$ cat src/rtl/audio_fmt_rx.sv
module audio_fmt_rx #(
  parameter int SYNC_STAGES = 2,
  parameter int CNT_W       = 6
) (
  input  logic        clk,
  input  logic        rst_n,
  input  logic        pdn_n,
  input  logic [2:0]  fmt_code,
  input  logic        bypass,
  input  logic        sck,
  input  logic        ws,
  input  logic        sd,
  output logic [23:0] left_out,
  output logic [23:0] right_out,
  output logic        pair_valid,
  output logic        short_err,
  output logic        fmt_err
);
  localparam logic [CNT_W-1:0] CNT_MAX = {CNT_W{1'b1}};
  localparam logic [CNT_W-1:0] N16 = CNT_W'(16);
  localparam logic [CNT_W-1:0] N20 = CNT_W'(20);
  localparam logic [CNT_W-1:0] N24 = CNT_W'(24);
  localparam logic [CNT_W-1:0] N32 = CNT_W'(32);

  logic [SYNC_STAGES:0] sck_sr, ws_sr, sd_sr;
  logic [2:0]       fmt_q;
  logic             byp_q, ws_last, half_ws, active, partial, left_ok;
  logic [CNT_W-1:0] cnt, min_half, word_n, msb_shift;
  logic [23:0]      msb_sr, lsb_sr, left_hold, raw_word, fin_word;

  wire sck_rise = sck_sr[SYNC_STAGES-1] & ~sck_sr[SYNC_STAGES];
  wire ws_s     = ws_sr[SYNC_STAGES-1];
  wire sd_s     = sd_sr[SYNC_STAGES-1];
  wire is_i2s   = (fmt_q == 3'd3) || (fmt_q == 3'd6);
  wire is_lsb   = (fmt_q == 3'd0) || (fmt_q == 3'd1) || (fmt_q == 3'd4);
  wire reserved = (fmt_q == 3'd7);
  wire eff_ws   = is_i2s ? ws_last : ws_s;
  wire fin_left = (half_ws == ~is_i2s);
  wire boundary = active && (eff_ws != half_ws);
  wire fin_short = cnt < min_half;

  assign fmt_err = pdn_n & reserved;

  always_comb begin
    case (fmt_q)
      3'd0:    word_n = N16;
      3'd1:    word_n = N20;
      3'd3:    word_n = (cnt >= N24) ? N24 : N16;
      default: word_n = N24;
    endcase
    if (byp_q)                                 min_half = N32;
    else if (fmt_q == 3'd0 || fmt_q == 3'd3)   min_half = N16;
    else if (fmt_q == 3'd1)                    min_half = N20;
    else                                       min_half = N24;
  end

  always_comb begin
    msb_shift = (cnt >= N16) ? cnt - N16 : '0;
    if (is_lsb)             raw_word = lsb_sr;
    else if (word_n == N24) raw_word = msb_sr;
    else                    raw_word = msb_sr >> msb_shift;
    case (word_n)
      N16:     fin_word = {{8{raw_word[15]}}, raw_word[15:0]};
      N20:     fin_word = {{4{raw_word[19]}}, raw_word[19:0]};
      default: fin_word = raw_word;
    endcase
  end

  always_ff @(posedge clk or negedge rst_n) begin
    if (!rst_n) begin
      sck_sr <= '0; ws_sr <= '0; sd_sr <= '0;
    end else begin
      sck_sr <= {sck_sr[SYNC_STAGES-1:0], sck};
      ws_sr  <= {ws_sr[SYNC_STAGES-1:0], ws};
      sd_sr  <= {sd_sr[SYNC_STAGES-1:0], sd};
    end
  end

  always_ff @(posedge clk or negedge rst_n) begin
    if (!rst_n) begin
      fmt_q <= '0; byp_q <= 1'b0; ws_last <= 1'b0; half_ws <= 1'b0;
      active <= 1'b0; partial <= 1'b0; left_ok <= 1'b0; cnt <= '0;
      msb_sr <= '0; lsb_sr <= '0; left_hold <= '0;
      left_out <= '0; right_out <= '0; pair_valid <= 1'b0; short_err <= 1'b0;
    end else begin
      pair_valid <= 1'b0;
      if (!pdn_n) begin
        fmt_q <= fmt_code; byp_q <= bypass;
        ws_last <= 1'b0; active <= 1'b0; partial <= 1'b0; left_ok <= 1'b0;
        cnt <= '0; left_out <= '0; right_out <= '0; short_err <= 1'b0;
      end else if (reserved) begin
        left_out <= '0; right_out <= '0;
      end else if (sck_rise) begin
        ws_last <= ws_s;
        if (!active || boundary) begin
          if (active && !partial) begin
            if (fin_short) begin
              short_err <= 1'b1;
              left_ok   <= 1'b0;
            end else if (fin_left) begin
              left_hold <= fin_word;
              left_ok   <= 1'b1;
            end else if (left_ok) begin
              left_out   <= left_hold;
              right_out  <= fin_word;
              pair_valid <= 1'b1;
              left_ok    <= 1'b0;
            end
          end
          partial <= !active;
          active  <= 1'b1;
          half_ws <= eff_ws;
          cnt     <= CNT_W'(1);
          msb_sr  <= {23'd0, sd_s};
          lsb_sr  <= {23'd0, sd_s};
        end else begin
          if (cnt != CNT_MAX) cnt <= cnt + 1'b1;
          if (cnt < N24) msb_sr <= {msb_sr[22:0], sd_s};
          lsb_sr <= {lsb_sr[22:0], sd_s};
        end
      end
    end
  end
endmodule

$ cat config.mk
export PLATFORM = sky130hd
export DESIGN_NAME = audio_fmt_rx
export DESIGN_NICKNAME = d
export VERILOG_FILES = /design/src/rtl/audio_fmt_rx.sv
export SDC_FILE = /design/constraint.sdc
export NUM_CORES = 1
export LEC_CHECK = 0
export BUFFER_PORTS_ARGS = -buffer_cell sky130_fd_sc_hd__buf_2
export CORE_ASPECT_RATIO = 0.6
export CORE_UTILIZATION = 58
export DETAILED_ROUTE_END_ITERATION = 7
export PLACE_DENSITY = 0.77
export SLEW_MARGIN = 20
export SYNTH_ARGS = -nofsm -noshare
export SYNTH_HDL_FRONTEND = slang
export SYNTH_SLANG_ARGS = --single-unit
$ cat constraint.sdc
create_clock -name clk -period 3.85 [get_ports clk]
set_input_delay 0.385 -clock clk [delete_from_list [all_inputs] [get_ports clk]]
set_output_delay 0.385 -clock clk [all_outputs]
set_load 0.02 [all_outputs]
==> flow_summary_export.csv <==
group,metric,value,unit
critical_path,timing.critical_path.from,"cnt[4]",
final_layout,layout.cells.non_filler,1108,
power_and_ir_drop,worst_ir_drop_vdd,0.2259,mV
final_layout,multiInputGateArea,4110,um^2
sta,finalClockSkew,0.01672,ns
routing,drtIter0Drc,1069,
clock_network,clk_transition_reported_paths,0.07,ns
clock_network,clock_tree.htree_level_count,4,
job,drv_cap,0,
clock_network,clock_tree_from_tritoncts,"built",
floorplanning,effective_utilization_at_floorplan,59.68,%
power_and_ir_drop,pwrdens,396.4,nW/um^2
logic_synthesis,netlist_area_before_placement,8180,um^2
floorplanning,floorplan.io_pins,61,
logic_synthesis,synthTopCellsByArea,"sky130_fd_sc_hd__dfrtp_1 44%, sky130_fd_sc_hd__a22o_1 6.2%, sky130_fd_sc_hd__nand2_1 5.0%, sky130_fd_sc_hd__o21ai_0 3.8%, sky130_fd_sc_hd__nor2_1 2.7%",
final_layout,layout.area.seq,3603,um^2
status,status,"complete, no violations",
place,post-dp-hpwl,17850,um
floorplanning,y_dimension_of_the_die,93.99,um
logic_synthesis,async_flop_share,100.0,%
power_and_ir_drop,power.total,3.653,mW
floorplanning,core-area,13710,um^2
critical_path,worstPathMaxFanout,22,
final_layout,syn2layout_area_growth,12.65,%
critical_path,timing.critical_path.required,4.22,ns
floorplanning,die_area,14600,um^2
final_layout,layout_cell_share_with_drive_strength_beyond_1,19.54,%
global_routing,all_layer_global_routing_usage,35.81,%
sta,min_period,3.315,ns
critical_path,critPathArrivalTime,3.68,ns
clock_network,tritoncts_num_sinks,144,
clock_network,cts-root-buf,"sky130_fd_sc_hd__clkbuf_16",
routing,routed-via-count,7514,
sta,grt_setup_unrepaired,"false",
routing,postRouteWirelength,25500,um
hold_path,min_path_type,"in2async",
clock_network,cts-buffers-inserted,17,
sta,final-setup-viol-count,0,
sta,timing.setup.tns,0,ns
global_routing,grt_pass1_vias,6827,
logic_synthesis,synth.net_count,884,
critical_path,worst_setup_path_end_kind,"register",
floorplanning,chipWidth,155.3,um
clock_network,cts.hold.buffers_added,0,
clock_network,clock_latency,0.43,ns
global_routing,grt.overflow.total,0,
sta,worst_margin_slew,0.9844,ns
logic_synthesis,dominantRegCellSynth,"sky130_fd_sc_hd__dfrtp_1",
critical_path,timing_worst_setup_path_type,"reg2reg",
logic_synthesis,synth.lib_cells_used.distinct,86,
floorplanning,rows,33,
sta,timing.max_slew.rel_slack,34.37,%
final_layout,nNetsFinal,921,
sta,maxSlewViolCount,0,
global_routing,antenna_found_initial,0,
logic_synthesis,ys_seq_elements,144,
routing,first_pass_detailed_route_iteration_total,7,
place,routabilityCongestion,1.004,
critical_path,critPathLaunchType,"register",
global_routing,first_pass_grt_wire_length,39200,um
routing,drc,0,
logic_synthesis,synth_sequential_area_ratio,44.05,%
logic_synthesis,post_synth.cell_area_avg,9.446,um^2
clock_network,cts.repair.resized,0,
sta,finalCritPeriodShare,86.10,%
final_layout,num-fill-cells,1075,
sta,max_freq,0.3017,GHz
routing,final_antenna_net_count,0,
final_layout,antennaDiodeCount,0,
critical_path,worstReg2RegStart,"cnt[4]",
logic_synthesis,synth_largest_type_area_fraction,44.05,%
global_routing,largest_net_degree_at_the_start_of_global_routing,100,
clock_network,clock_tree.buffer_depth,2,
place,number_of_buffers_added_on_ports,60,
logic_synthesis,synth_largest_area_cell,"sky130_fd_sc_hd__dfrtp_1",
routing,detail_route.vias_per_cell,6.782,
logic_synthesis,synth.yosys.warnings,0,
sta,final_hold_viol_count,0,
logic_synthesis,number_of_enable_flip_flop_cells_after_synthesis,0,
logic_synthesis,netlist_instances,866,
routing,dr_wl_cell,23.02,um
place,dp.cells,1076,
power_and_ir_drop,leakage_power_summed_over_all_cells,4.188,nW
clock_network,post_cts_buffers,0,
## synth_stat cells, drive strengths merged, types with 4 or more instances
library cell  number
a211oi            14
a21o               8
a21oi             43
a221o             10
a221oi             8
a22o              58
a22oi             14
a31oi              9
a32o               5
and2               9
and3               7
buf               50
clkbuf            30
dfrtp            144
ha                 8
inv               15
mux2              20
mux2i             14
nand2            109
nand2b            15
nand3             19
nand4             10
nor2              59
nor2b              9
nor3               6
nor3b              4
nor4b              4
o211ai            15
o21a               5
o21ai             68
o221ai             4
o22ai              6
o31ai              7
o32ai              4
or2                6
## per-layer routing
layer / GRT usage, % / routed length, um / vias up
li1: - / - / 3291
met1: 53.77 / 11490 / 3701
met2: 51.42 / 10870 / 483
met3: 8.256 / 2790 / 39
met4: 9.641 / 351 / 0
met5: 0 / 0 / -
## cell usage in the layout, fill, tap and decap left out, types with 4 or more instances in the layout
cell type / count
sky130_fd_sc_hd__a211oi_1: 12
sky130_fd_sc_hd__a21o_1: 8
sky130_fd_sc_hd__a21oi_1: 38
sky130_fd_sc_hd__a21oi_2: 5
sky130_fd_sc_hd__a221o_1: 10
sky130_fd_sc_hd__a221oi_1: 8
sky130_fd_sc_hd__a22o_1: 58
sky130_fd_sc_hd__a22oi_1: 12
sky130_fd_sc_hd__a31oi_1: 8
sky130_fd_sc_hd__a32o_1: 5
sky130_fd_sc_hd__and2_1: 9
sky130_fd_sc_hd__and3_1: 7
sky130_fd_sc_hd__buf_2: 59
sky130_fd_sc_hd__buf_4: 39
sky130_fd_sc_hd__clkbuf_16: 17
sky130_fd_sc_hd__dfrtp_1: 144
sky130_fd_sc_hd__ha_1: 8
sky130_fd_sc_hd__inv_1: 15
sky130_fd_sc_hd__inv_6: 4
sky130_fd_sc_hd__inv_8: 5
sky130_fd_sc_hd__mux2_2: 19
sky130_fd_sc_hd__mux2i_1: 14
sky130_fd_sc_hd__nand2_1: 109
sky130_fd_sc_hd__nand2b_1: 15
sky130_fd_sc_hd__nand3_1: 18
sky130_fd_sc_hd__nand4_1: 10
sky130_fd_sc_hd__nor2_1: 59
sky130_fd_sc_hd__nor2b_1: 8
sky130_fd_sc_hd__nor3_1: 6
sky130_fd_sc_hd__nor4b_1: 4
sky130_fd_sc_hd__o211ai_1: 13
sky130_fd_sc_hd__o21a_1: 5
sky130_fd_sc_hd__o21ai_0: 62
sky130_fd_sc_hd__o21ai_1: 4
sky130_fd_sc_hd__o221ai_1: 4
sky130_fd_sc_hd__o22ai_1: 6
sky130_fd_sc_hd__o31ai_1: 6
sky130_fd_sc_hd__o32ai_1: 4
sky130_fd_sc_hd__or2_2: 4
## report_power, final
part	switching [mW]	internal [mW]	total, mW
Combinational	0.251	0.115	0.365
Clock	0.766	0.945	1.71
Sequential	0.0342	1.54	1.58
## stage by stage
| stage | setup WS, ns | cell area [um^2] | hold WS (ns) | utilization (%) |
|---|---|---|---|---|
| after global routing | 0.2553 | 9215 | 0.05182 | 67.22 |
| final | 0.5352 | 9215 | 0.03171 | 67.22 |
| after global placement | 0.7282 | 8613 | 0.3332 | 62.83 |
| after floorplan | 1.129 | 8180 | 0.08941 | - |
| after detailed placement | 0.6834 | 8613 | 0.3418 | 62.83 |
| after CTS | 0.6320 | 9215 | 0.04923 | 67.22 |
## worst paths after layout
kind                       slack [ns]             to  cells past startpoint
setup / recovery                 0.54  left_hold[10]                      9
hold / removal                   0.03     pair_valid                      1
setup reg to reg                 0.54  left_hold[10]                      9
hold reg to reg                  0.36      sck_sr[1]                      0
max in group asynchronous        2.90  right_out[22]                      2
min in group clk                 0.06      sck_sr[0]                      1
## sequential cells by signal, summed over array words and instances, names as in the netlist, 3 cells and up
signal and flops:
cnt 6, fmt_q 3, left_hold 24, left_out 24
lsb_sr 24, msb_sr 24, right_out 24, sck_sr 3
## cells by family after synthesis
group                    share of synthesized area, %
AO/OA/AOI/OAI                                   27.52
adder cells (fa/ha/maj)                         1.591
multiplexers                                    4.787
buffers and inverters                           5.934
flip-flops                                      44.05
AND/OR/NAND/NOR                                 15.80
XOR/XNOR                                       0.3213
## layout make-up
| type | instances | share of cell area [%] |
|---|---|---|
| multi-input combinational | 625 | 44.60 |
| clock buffer | 18 | 4.766 |
| inverter | 16 | 0.6517 |
| sequential | 144 | 39.10 |
| tap | 192 | 2.607 |
| timing repair buffer | 99 | 6.504 |
| clock inverter | 14 | 1.765 |
## critical path, cell delays in order, from the launching register on
cell                       delay [ns]
sky130_fd_sc_hd__dfrtp_1         0.38
sky130_fd_sc_hd__inv_1           0.10
sky130_fd_sc_hd__ha_1            0.45
sky130_fd_sc_hd__and2b_1         0.55
sky130_fd_sc_hd__a211oi_1        0.49
sky130_fd_sc_hd__a21oi_1         0.11
sky130_fd_sc_hd__o21ai_0         0.55
sky130_fd_sc_hd__a221o_1         0.27
sky130_fd_sc_hd__o22a_1          0.19
sky130_fd_sc_hd__mux2_2          0.17
Power figures use the tool's default switching activity.
